===== src/rtl/enb_pkg.sv =====
package enb_pkg;

    typedef enum logic [1:0] {
        ACC_IDLE = 2'd0,
        ACC_READ = 2'd1,
        ACC_SET  = 2'd2,
        ACC_CLR  = 2'd3
    } acc_kind_e;

endpackage


===== src/rtl/enb_win_decode.sv =====
module enb_win_decode
    import enb_pkg::*;
#(
    parameter int NUM_IRQ = 64,
    parameter int OFF_W   = 4
) (
    input  logic               acc_valid,
    input  logic               acc_write,
    input  logic               acc_clear,
    input  logic [OFF_W-1:0]   acc_offset,
    input  logic [7:0]         acc_wdata,
    output acc_kind_e          kind,
    output logic [NUM_IRQ/8-1:0] lane_hit,
    output logic               in_range,
    output logic [NUM_IRQ-1:0] set_mask,
    output logic [NUM_IRQ-1:0] clr_mask
);
    localparam int NUM_BYTES = NUM_IRQ / 8;

    always_comb begin
        if (!acc_valid)     kind = ACC_IDLE;
        else if (!acc_write) kind = ACC_READ;
        else if (acc_clear) kind = ACC_CLR;
        else                kind = ACC_SET;
        in_range = acc_offset < OFF_W'(NUM_BYTES);
    end

    for (genvar k = 0; k < NUM_BYTES; k++) begin : g_lane
        always_comb begin
            lane_hit[k]         = acc_valid && (acc_offset == OFF_W'(k));
            set_mask[k*8 +: 8]  = (lane_hit[k] && kind == ACC_SET) ? acc_wdata : 8'h00;
            clr_mask[k*8 +: 8]  = (lane_hit[k] && kind == ACC_CLR) ? acc_wdata : 8'h00;
        end
    end
endmodule


===== src/rtl/enb_priv_bank.sv =====
module enb_priv_bank #(
    parameter int NUM_CPU     = 2,
    parameter int PRIV_IRQ    = 32,
    parameter int ALWAYS_EDGE = 16,
    parameter int CPU_W       = 1
) (
    input  logic                         clk,
    input  logic                         rst_n,
    input  logic [CPU_W-1:0]             acc_cpu,
    input  logic [PRIV_IRQ-1:0]          set_mask,
    input  logic [PRIV_IRQ-1:0]          clr_mask,
    input  logic [NUM_CPU*PRIV_IRQ-1:0]  level,
    input  logic [PRIV_IRQ-1:0]          edge_cfg,
    output logic [NUM_CPU*PRIV_IRQ-1:0]  en,
    output logic [NUM_CPU*PRIV_IRQ-1:0]  pend
);
    localparam int NB = NUM_CPU * PRIV_IRQ;

    typedef struct packed {
        logic [NB-1:0] en;
        logic [NB-1:0] pend;
    } st_t;

    function automatic logic [NB-1:0] en_reset();
        logic [NB-1:0] v;
        for (int c = 0; c < NUM_CPU; c++)
            for (int i = 0; i < PRIV_IRQ; i++)
                v[c*PRIV_IRQ+i] = (i < ALWAYS_EDGE);
        return v;
    endfunction

    localparam logic [NB-1:0] EN_RST = en_reset();

    st_t st_d, st_q;
    logic [PRIV_IRQ-1:0] edge_eff;

    for (genvar i = 0; i < PRIV_IRQ; i++) begin : g_edge
        if (i < ALWAYS_EDGE) begin : g_fixed
            assign edge_eff[i] = 1'b1;
        end else begin : g_cfg
            assign edge_eff[i] = edge_cfg[i];
        end
    end

    always_comb begin
        st_d = st_q;
        for (int c = 0; c < NUM_CPU; c++) begin
            for (int i = 0; i < PRIV_IRQ; i++) begin
                st_d.pend[c*PRIV_IRQ+i] = 1'b0;
                if (acc_cpu == CPU_W'(c)) begin
                    if (set_mask[i]) st_d.en[c*PRIV_IRQ+i] = 1'b1;
                    if (clr_mask[i]) st_d.en[c*PRIV_IRQ+i] = 1'b0;
                    st_d.pend[c*PRIV_IRQ+i] = set_mask[i] && level[c*PRIV_IRQ+i]
                                              && !edge_eff[i];
                end
            end
        end
    end

    always_ff @(posedge clk or negedge rst_n) begin
        if (!rst_n) begin
            st_q.en   <= EN_RST;
            st_q.pend <= '0;
        end else begin
            st_q <= st_d;
        end
    end

    assign en   = st_q.en;
    assign pend = st_q.pend;

    for (genvar c = 0; c < NUM_CPU; c++) begin : g_chk_cpu
        for (genvar i = 0; i < PRIV_IRQ; i++) begin : g_chk_id
            p_set_takes_r2: assert property (@(posedge clk) disable iff (!rst_n)
                (set_mask[i] && acc_cpu == CPU_W'(c)) |=> en[c*PRIV_IRQ+i]);
            p_clear_takes_r3: assert property (@(posedge clk) disable iff (!rst_n)
                (clr_mask[i] && acc_cpu == CPU_W'(c)) |=> !en[c*PRIV_IRQ+i]);
            p_other_bank_hold_r4: assert property (@(posedge clk) disable iff (!rst_n)
                (acc_cpu != CPU_W'(c)) |=> $stable(en[c*PRIV_IRQ+i]));
            p_pend_writer_r9: assert property (@(posedge clk) disable iff (!rst_n)
                pend[c*PRIV_IRQ+i] |-> $past(set_mask[i] && acc_cpu == CPU_W'(c)
                                             && level[c*PRIV_IRQ+i]));
            p_edge_quiet_r11: assert property (@(posedge clk) disable iff (!rst_n)
                pend[c*PRIV_IRQ+i] |-> $past(!edge_eff[i]));
        end
    end
endmodule


===== src/rtl/enb_shared_bank.sv =====
module enb_shared_bank #(
    parameter int NUM_CPU = 2,
    parameter int NUM_SH  = 32
) (
    input  logic                        clk,
    input  logic                        rst_n,
    input  logic [NUM_SH-1:0]           set_mask,
    input  logic [NUM_SH-1:0]           clr_mask,
    input  logic [NUM_SH-1:0]           level,
    input  logic [NUM_SH-1:0]           edge_cfg,
    input  logic [NUM_SH*NUM_CPU-1:0]   target,
    output logic [NUM_SH-1:0]           en,
    output logic [NUM_CPU*NUM_SH-1:0]   pend
);
    typedef struct packed {
        logic [NUM_SH-1:0]         en;
        logic [NUM_CPU*NUM_SH-1:0] pend;
    } st_t;

    st_t st_d, st_q;

    always_comb begin
        st_d = st_q;
        for (int j = 0; j < NUM_SH; j++) begin
            if (set_mask[j]) st_d.en[j] = 1'b1;
            if (clr_mask[j]) st_d.en[j] = 1'b0;
            for (int c = 0; c < NUM_CPU; c++)
                st_d.pend[c*NUM_SH+j] = set_mask[j] && level[j] && !edge_cfg[j]
                                        && target[j*NUM_CPU+c];
        end
    end

    always_ff @(posedge clk or negedge rst_n) begin
        if (!rst_n) begin
            st_q <= '0;
        end else begin
            st_q <= st_d;
        end
    end

    assign en   = st_q.en;
    assign pend = st_q.pend;

    for (genvar j = 0; j < NUM_SH; j++) begin : g_chk_id
        p_set_takes_r2: assert property (@(posedge clk) disable iff (!rst_n)
            set_mask[j] |=> en[j]);
        p_clear_takes_r3: assert property (@(posedge clk) disable iff (!rst_n)
            clr_mask[j] |=> !en[j]);
        p_idle_hold_r5: assert property (@(posedge clk) disable iff (!rst_n)
            !(set_mask[j] || clr_mask[j]) |=> $stable(en[j]));
        for (genvar c = 0; c < NUM_CPU; c++) begin : g_chk_cpu
            p_pend_target_r10: assert property (@(posedge clk) disable iff (!rst_n)
                pend[c*NUM_SH+j] |-> $past(target[j*NUM_CPU+c] && set_mask[j] && level[j]));
            p_edge_quiet_r11: assert property (@(posedge clk) disable iff (!rst_n)
                pend[c*NUM_SH+j] |-> $past(!edge_cfg[j]));
        end
    end
endmodule


===== src/rtl/enb_bank_top.sv =====
module enb_bank_top
    import enb_pkg::*;
#(
    parameter int NUM_IRQ     = 64,
    parameter int NUM_CPU     = 2,
    parameter int PRIV_IRQ    = 32,
    parameter int ALWAYS_EDGE = 16,
    parameter int OFF_W       = 4,
    localparam int CPU_W      = (NUM_CPU > 1) ? $clog2(NUM_CPU) : 1,
    localparam int NUM_SH     = NUM_IRQ - PRIV_IRQ,
    localparam int NUM_BYTES  = NUM_IRQ / 8
) (
    input  logic                          clk,
    input  logic                          rst_n,
    input  logic                          acc_valid,
    input  logic                          acc_write,
    input  logic                          acc_clear,
    input  logic [CPU_W-1:0]              acc_cpu,
    input  logic [OFF_W-1:0]              acc_offset,
    input  logic [7:0]                    acc_wdata,
    output logic [7:0]                    acc_rdata,
    input  logic [NUM_CPU*PRIV_IRQ-1:0]   priv_level,
    input  logic [NUM_SH-1:0]             shr_level,
    input  logic [NUM_IRQ-1:0]            trig_edge,
    input  logic [NUM_SH*NUM_CPU-1:0]     shr_target,
    output logic [NUM_CPU*NUM_IRQ-1:0]    en_vec,
    output logic [NUM_CPU*NUM_IRQ-1:0]    pend_set
);
    acc_kind_e                   kind;
    logic [NUM_BYTES-1:0]        lane_hit;
    logic                        in_range;
    logic [NUM_IRQ-1:0]          set_mask, clr_mask;
    logic [NUM_CPU*PRIV_IRQ-1:0] priv_en, priv_pend;
    logic [NUM_SH-1:0]           shr_en;
    logic [NUM_CPU*NUM_SH-1:0]   shr_pend;
    logic [NUM_IRQ-1:0]          view;

    enb_win_decode #(.NUM_IRQ(NUM_IRQ), .OFF_W(OFF_W)) u_dec (
        .acc_valid  (acc_valid),
        .acc_write  (acc_write),
        .acc_clear  (acc_clear),
        .acc_offset (acc_offset),
        .acc_wdata  (acc_wdata),
        .kind       (kind),
        .lane_hit   (lane_hit),
        .in_range   (in_range),
        .set_mask   (set_mask),
        .clr_mask   (clr_mask)
    );

    enb_priv_bank #(
        .NUM_CPU(NUM_CPU), .PRIV_IRQ(PRIV_IRQ),
        .ALWAYS_EDGE(ALWAYS_EDGE), .CPU_W(CPU_W)
    ) u_priv (
        .clk      (clk),
        .rst_n    (rst_n),
        .acc_cpu  (acc_cpu),
        .set_mask (set_mask[PRIV_IRQ-1:0]),
        .clr_mask (clr_mask[PRIV_IRQ-1:0]),
        .level    (priv_level),
        .edge_cfg (trig_edge[PRIV_IRQ-1:0]),
        .en       (priv_en),
        .pend     (priv_pend)
    );

    enb_shared_bank #(.NUM_CPU(NUM_CPU), .NUM_SH(NUM_SH)) u_shr (
        .clk      (clk),
        .rst_n    (rst_n),
        .set_mask (set_mask[NUM_IRQ-1:PRIV_IRQ]),
        .clr_mask (clr_mask[NUM_IRQ-1:PRIV_IRQ]),
        .level    (shr_level),
        .edge_cfg (trig_edge[NUM_IRQ-1:PRIV_IRQ]),
        .target   (shr_target),
        .en       (shr_en),
        .pend     (shr_pend)
    );

    for (genvar c = 0; c < NUM_CPU; c++) begin : g_view
        assign en_vec[c*NUM_IRQ +: PRIV_IRQ]            = priv_en[c*PRIV_IRQ +: PRIV_IRQ];
        assign en_vec[c*NUM_IRQ+PRIV_IRQ +: NUM_SH]     = shr_en;
        assign pend_set[c*NUM_IRQ +: PRIV_IRQ]          = priv_pend[c*PRIV_IRQ +: PRIV_IRQ];
        assign pend_set[c*NUM_IRQ+PRIV_IRQ +: NUM_SH]   = shr_pend[c*NUM_SH +: NUM_SH];
    end

    always_comb begin
        view = '0;
        for (int c = 0; c < NUM_CPU; c++)
            if (acc_cpu == CPU_W'(c)) view = en_vec[c*NUM_IRQ +: NUM_IRQ];
        acc_rdata = 8'h00;
        for (int k = 0; k < NUM_BYTES; k++)
            if (lane_hit[k] && kind == ACC_READ) acc_rdata = view[k*8 +: 8];
    end

    p_oor_write_ignored_r8: assert property (@(posedge clk) disable iff (!rst_n)
        (acc_valid && acc_write && !in_range) |=> $stable(en_vec));
    p_read_no_effect_r6: assert property (@(posedge clk) disable iff (!rst_n)
        (kind == ACC_READ) |=> $stable(en_vec));
    p_oor_read_zero_r8: assert property (@(posedge clk) disable iff (!rst_n)
        (acc_valid && !acc_write && !in_range) |-> acc_rdata == 8'h00);
endmodule


===== config.mk =====
export PLATFORM = sky130hd
export DESIGN_NAME = enb_bank_top
export DESIGN_NICKNAME = d
export VERILOG_FILES = /design/src/rtl/enb_pkg.sv /design/src/rtl/enb_win_decode.sv /design/src/rtl/enb_priv_bank.sv /design/src/rtl/enb_shared_bank.sv /design/src/rtl/enb_bank_top.sv
export SDC_FILE = /design/constraint.sdc
export NUM_CORES = 1
export LEC_CHECK = 0
export BUFFER_PORTS_ARGS = -buffer_cell sky130_fd_sc_hd__buf_2
export CORE_AREA = 2 2 194 196
export DETAILED_ROUTE_END_ITERATION = 8
export DIE_AREA = 0 0 196 198
export PLACE_DENSITY = 0.5
export SETUP_SLACK_MARGIN = 0.02
export SLEW_MARGIN = 25
export SYNTH_ARGS = -nofsm -noshare
export SYNTH_HDL_FRONTEND = slang
export SYNTH_HIERARCHICAL = 1
export SYNTH_SLANG_ARGS = --single-unit
export TNS_END_PERCENT = 100

===== constraint.sdc =====
create_clock -name clk -period 3.23 [get_ports clk]
set_clock_uncertainty 0.15 [all_clocks]
set_input_delay 0.646 -clock clk [delete_from_list [all_inputs] [get_ports clk]]
set_output_delay 0.646 -clock clk [all_outputs]
set_load 0.01 [all_outputs]

==> out/summary.txt, run 1 <==
WL final -> 39.9 mm
DP Area -> 12500 um2
final instance area -> 13300 um2
number of global-route vias before repair -> 8508
clk_lat worst skew -> 450 ps
area delta synth->final -> 35.5%
width of the chip -> 196 um
Root Driver -> clkbuf_16
Initial Util -> 26.6%
post-synthesis average cell area -> 11.7 um2
fin nets -> 1518
Tcrit/Tclk final -> 98.8%
share of cells above drive strength 1 -> 56.6%
DR vias/cell -> 4.90
Lkg Pwr -> 0.00678 uW
DRC Markers -> 0
synthesized area -> 9830 um2
core area -> 37000 um2
largest net degree at the start of global routing -> 76
ANT nets after route -> 0
CP delay by family, top -> compound AO/OA/AOI/OAI gates
PD cells -> 408 nW/um2
total power -> 5440 uW
all-layer global routing usage -> 20.0%
Slew headroom -> 47.0%
TNS Setup -> 0 ps
H-tree depth -> 4
Worst Setup Start Kind -> primary input
Clock Sinks -> 192
clock buffer count from CTS -> 17
Slew Limit Fails -> 0
total congestion overflow -> 0
RSZ-0062 raised after global routing -> true
1st-iter DRT viols -> 418
Die Y -> 198 um
Syn. warnings -> 6
Hold Crit Class -> primary input to async pin
worst slew pin tran -> 795 ps
post-route minimum period -> 3190 ps
DR WL/cell -> 22.6 um
Top cell by count, worst path -> buf_2
IO Count -> 506
CTS Hold Buffers Added -> 0
IO buf count -> 425
num rows -> 71
clock buffer depth -> 2
GPL Wtd Cong -> 0.824
crit path max fanout -> 8
first-pass GRT wire length -> 56.1 mm
Pre-Repair DR Iteration Count -> 4
final hold violation count -> 0
Fillers -> 3751
antenna violations before repair -> 2
Buf/Inv on CP -> 3
Critical Path Slowest Stage Cell -> a211oi_2
Mapped Cells -> 839
most frequent cells in the layout -> 422 x buf_2, 160 x dfrtp_1, 113 x nor3_1
TritonCTS clock tree -> done
clock transition at the registers of the reported paths -> 80 ps
VDD IR max -> 0.367 mV
Critical Path AT -> 2400 ps
outcome -> finished, final reports clean
Final HPWL DP -> 30.3 mm
Crit. End Element -> output port
Final Setup Violations -> 0
die area -> 38800 um2
commonest non-fill, non-tap cell in the layout -> buf_2
slowest cell delay on critical path -> 410 ps
via count -> 8643
f_max -> 313 MHz
# Max-Cap Violations -> 0
CP Class -> primary input to output port
worst path cell trace -> buf_2 -> or2_4 -> nor2_2 -> nand4bb_1 -> buf_6 -> o22ai_1 -> a211oi_2 -> o221ai_1 -> buf_2
CP required -> 2430 ps
[sequential cells by signal, indices dropped and copies added (netlist names)]
register	flops
u_shr/pend	64
u_shr/en	32
u_priv/pend	32
u_priv/en	64
[layout make-up]
class	count	area (um2)	area share, %
diodes	2	5.00	0.0376
clock buffers	17	425	3.19
clock inverters	15	146	1.10
inverters	2	7.51	0.0563
multi-input cells	549	4410	33.1
flip-flops and latches	192	4840	36.4
well taps	474	593	4.45
repair buffers	514	2900	21.7
[per-layer routing]
metal | track usage (%) | part of all wire (%) | vias up
li1 | - | - | 3957
met1 | 24.0 | 41 | 4303
met2 | 35.0 | 51 | 336
met3 | 4.48 | 5.3 | 47
met4 | 7.46 | 2.9 | 0
met5 | 0 | 0 | -
[final timing paths]
check	start	endpoint	slack (ps)	cells after the start
max	acc_offset[3]	acc_rdata[3]	40	9
min reg2reg	u_priv/en[5]	u_priv/en[5]	360	1
min in group clk	shr_target[49]	u_shr/pend[56]	310	2
max reg2reg	u_shr/en[16]	u_shr/en[16]	2200	1
max in group asynchronous	rst_n	u_priv/en[44]	2060	2
min	rst_n	u_shr/pend[28]	90	1
[timing repair]
| action | CTS | global route |
|---|---|---|
| cloned | 0 | 0 |
| hold endpoints to repair | 0 | 0 |
| endpoints found under the setup margin | 8 | 8 |
| resized for setup | 18 | 34 |
| buffers inserted | 1 | 0 |
| pin swaps | 3 | 8 |
[power by group]
group	switching [uW]	internal (uW)	total (uW)
registers	107	2490	2600
logic	425	311	736
clock network	1080	1030	2100
total	1610	3830	5440
[metrics by stage]
| stage | setup slack (ps) | utilization, % | cells | hold slack [ps] |
|---|---|---|---|---|
| 6_report | 37.9 | 36.1 | 1765 | 89.5 |
| 5_1_grt | 11.6 | 36.1 | 1765 | 119 |
| 4_1_cts | -2.05 | 35.6 | 1763 | 86.8 |
| 3_5_place_dp | -242 | 33.8 | 1730 | 353 |
| 3_3_place_gp | -211 | 33.8 | 1730 | 352 |
| 2_1_floorplan | 185 | - | 870 | 200 |
No activity file was read; power rests on OpenSTA's default activity.
==> run 2, diff against run 1 <==
--- a/config.mk
+++ b/config.mk
@@ -5,11 +5,12 @@
 export SDC_FILE = /design/constraint.sdc
 export NUM_CORES = 1
 export LEC_CHECK = 0
-export BUFFER_PORTS_ARGS = -buffer_cell sky130_fd_sc_hd__buf_2
+export BUFFER_PORTS_ARGS = -buffer_cell sky130_fd_sc_hd__buf_4
 export CORE_AREA = 2 2 194 196
 export DETAILED_ROUTE_END_ITERATION = 8
 export DIE_AREA = 0 0 196 198
 export PLACE_DENSITY = 0.5
+export REMOVE_ABC_BUFFERS = 1
 export SETUP_SLACK_MARGIN = 0.02
 export SLEW_MARGIN = 25
 export SYNTH_ARGS = -nofsm -noshare
==> run 2 against run 1 <==
Compared with the run above: worst hold slack got worse by 30 ps; sequential power about the same; first-iteration DRC count decreased by 13%; global-route usage shrank 1.2 points; largest power group unchanged; core utilization increased by 2.9 points; die area did not move; fmax rose by 1.4%; flip-flop and latch count did not move.
==> out/summary.txt, run 2 (same netlist as run 1, synthesis figures left out) <==
most frequent cells in the layout -> 495 x buf_4, 160 x dfrtp_1, 113 x nor3_1
Critical Path AT -> 2350 ps (-50 ps)
die area -> 38800 um2 (unchanged)
IO Count -> 506 (unchanged)
all-layer global routing usage -> 18.8% (-1.2 points)
CTS Hold Buffers Added -> 0 (unchanged)
antenna cell count -> 0 (-2)
GPL Wtd Cong -> 0.784 (-4.9%)
core area -> 37000 um2 (unchanged)
total congestion overflow -> 0 (unchanged)
CP Class -> primary input to output port
DRC Markers -> 0 (unchanged)
worst slew pin tran -> 735 ps (-59.5 ps)
Lkg Pwr -> 0.00693 uW (+2.3%)
DR WL/cell -> 21.2 um (-6.5%)
Slew Limit Fails -> 0 (unchanged)
Placed Instances -> 1728 (-0.12%)
outcome -> finished, final reports clean
final hold violation count -> 0 (unchanged)
share of cells above drive strength 1 -> 55.4% (-1.2 points)
first-pass GRT wire length -> 54.2 mm (-3.3%)
r2r worst-path depth -> 1 (unchanged)
DR vias/cell -> 4.83 (-1.5%)
Hold Crit Class -> primary input to async pin
Crit. End Element -> output port
1st-iter DRT viols -> 365 (-13%)
largest net degree at the start of global routing -> 68 (-11%)
ANT nets after route -> 0 (unchanged)
Finished Layout Cells -> 1763 (-0.11%)
Critical R2R Capture -> u_priv/en[2]
width of the chip -> 196 um (unchanged)
TritonCTS clock tree -> done
RSZ-0062 raised after global routing -> true
clock buffer depth -> 2 (unchanged)
Tcrit/Tclk final -> 97.4% (-1.4 points)
Largest regs -> u_priv/en: 64 flops, u_shr/pend: 64 flops
IO buf count -> 425 (unchanged)
crit path max fanout -> 7 (-1)
PD cells -> 393 nW/um2 (-3.6%)
fin nets -> 1518 (unchanged)
clock transition at the registers of the reported paths -> 80 ps (about the same)
Slew headroom -> 50.9% (+3.9 points)
Final HPWL DP -> 28.4 mm (-6.5%)
VDD IR max -> 0.386 mV (+5.0%)
post-route minimum period -> 3150 ps (-45.2 ps)
clk_lat worst skew -> 450 ps (about the same)
antenna violations before repair -> 0 (-2)
number of global-route vias before repair -> 8596 (+1.0%)
total power -> 5660 uW (+4.1%)
Clock Sinks -> 192 (unchanged)
commonest non-fill, non-tap cell in the layout -> buf_4
Initial Util -> 26.6% (unchanged)
Final Setup Violations -> 0 (unchanged)
Die Y -> 198 um (unchanged)
slack of the worst reg-to-reg path -> 2220 ps (+20 ps)
via count -> 8508 (-1.6%)
area delta synth->final -> 46.3%
clock buffer count from CTS -> 17 (unchanged)
CP required -> 2430 ps (about the same)
f_max -> 318 MHz (+1.4%)
H-tree depth -> 4 (unchanged)
Root Driver -> clkbuf_16
# Max-Cap Violations -> 0 (unchanged)
Worst Setup Start Kind -> primary input
reg2reg start -> u_priv/en[2]
num rows -> 71 (unchanged)
Pre-Repair DR Iteration Count -> 5 (+1)
WL final -> 37.3 mm (-6.6%)
## run 2: worst max path at each step
stage	start	to
detailed placement	acc_valid	acc_rdata[5]
CTS	acc_valid	acc_rdata[5]
global route	acc_offset[1]	acc_rdata[6]
global placement	acc_valid	acc_rdata[7]
finish	acc_valid	acc_rdata[7]
floorplan	acc_offset[2]	acc_rdata[5]
## run 2: power breakdown
| group | switching [uW] | internal, uW | total [uW] |
|---|---|---|---|
| clock | 1040 | 1190 | 2230 |
| combinational | 412 | 434 | 847 |
| sequential | 94.3 | 2490 | 2580 |
## run 2: what timing repair did
| item | in CTS | in global routing |
|---|---|---|
| pin swaps | 1 | 10 |
| buffers inserted | 0 | 3 |
| endpoints found under the setup margin | 8 | 8 |
| gates resized for setup | 10 | 28 |
## run 2: layer usage
metal	track usage [%]	wire, um	share of wire [%]	vias to the layer above
li1	-	-	-	3969
met1	24.2	16200	43	4206
met2	32.1	18400	49	309
met3	4.09	2090	5.6	24
met4	4.85	605	1.6	0
met5	0	0	0	-
## run 2: worst max-delay path, cell delays in order
cell       delay (ps)
buf_4             130
or3b_4            440
nor2_4            140
nand4bb_4         120
buf_6             160
o22ai_1           110
a211oi_1          100
buf_4             190
o221ai_4          180
buf_6             140
## run 2: area by class of cell
class | instances | area [um2]
clock buffers | 20 | 447
flip-flops and latches | 192 | 4840
fillers | 3654 | 22600
repair buffers | 514 | 4010
clock inverters | 12 | 149
well taps | 474 | 593
multi-input cells | 549 | 4340
inverters | 2 | 7.51
## run 2: per-stage QoR
stage / area, um2 / hold WS, ps / TNS [ps] / worst slack [ps] / util [%]
floorplan: 9030 / 200 / -4740 / -612 / -
global placement: 13600 / 354 / -919 / -156 / 36.7
detailed placement: 13600 / 356 / -887 / -201 / 36.7
CTS: 14200 / 66.7 / 0 / 13.4 / 38.4
global route: 14400 / 73.4 / -75.3 / -31.2 / 38.9
finish: 14400 / 59.5 / 0 / 83.1 / 38.9
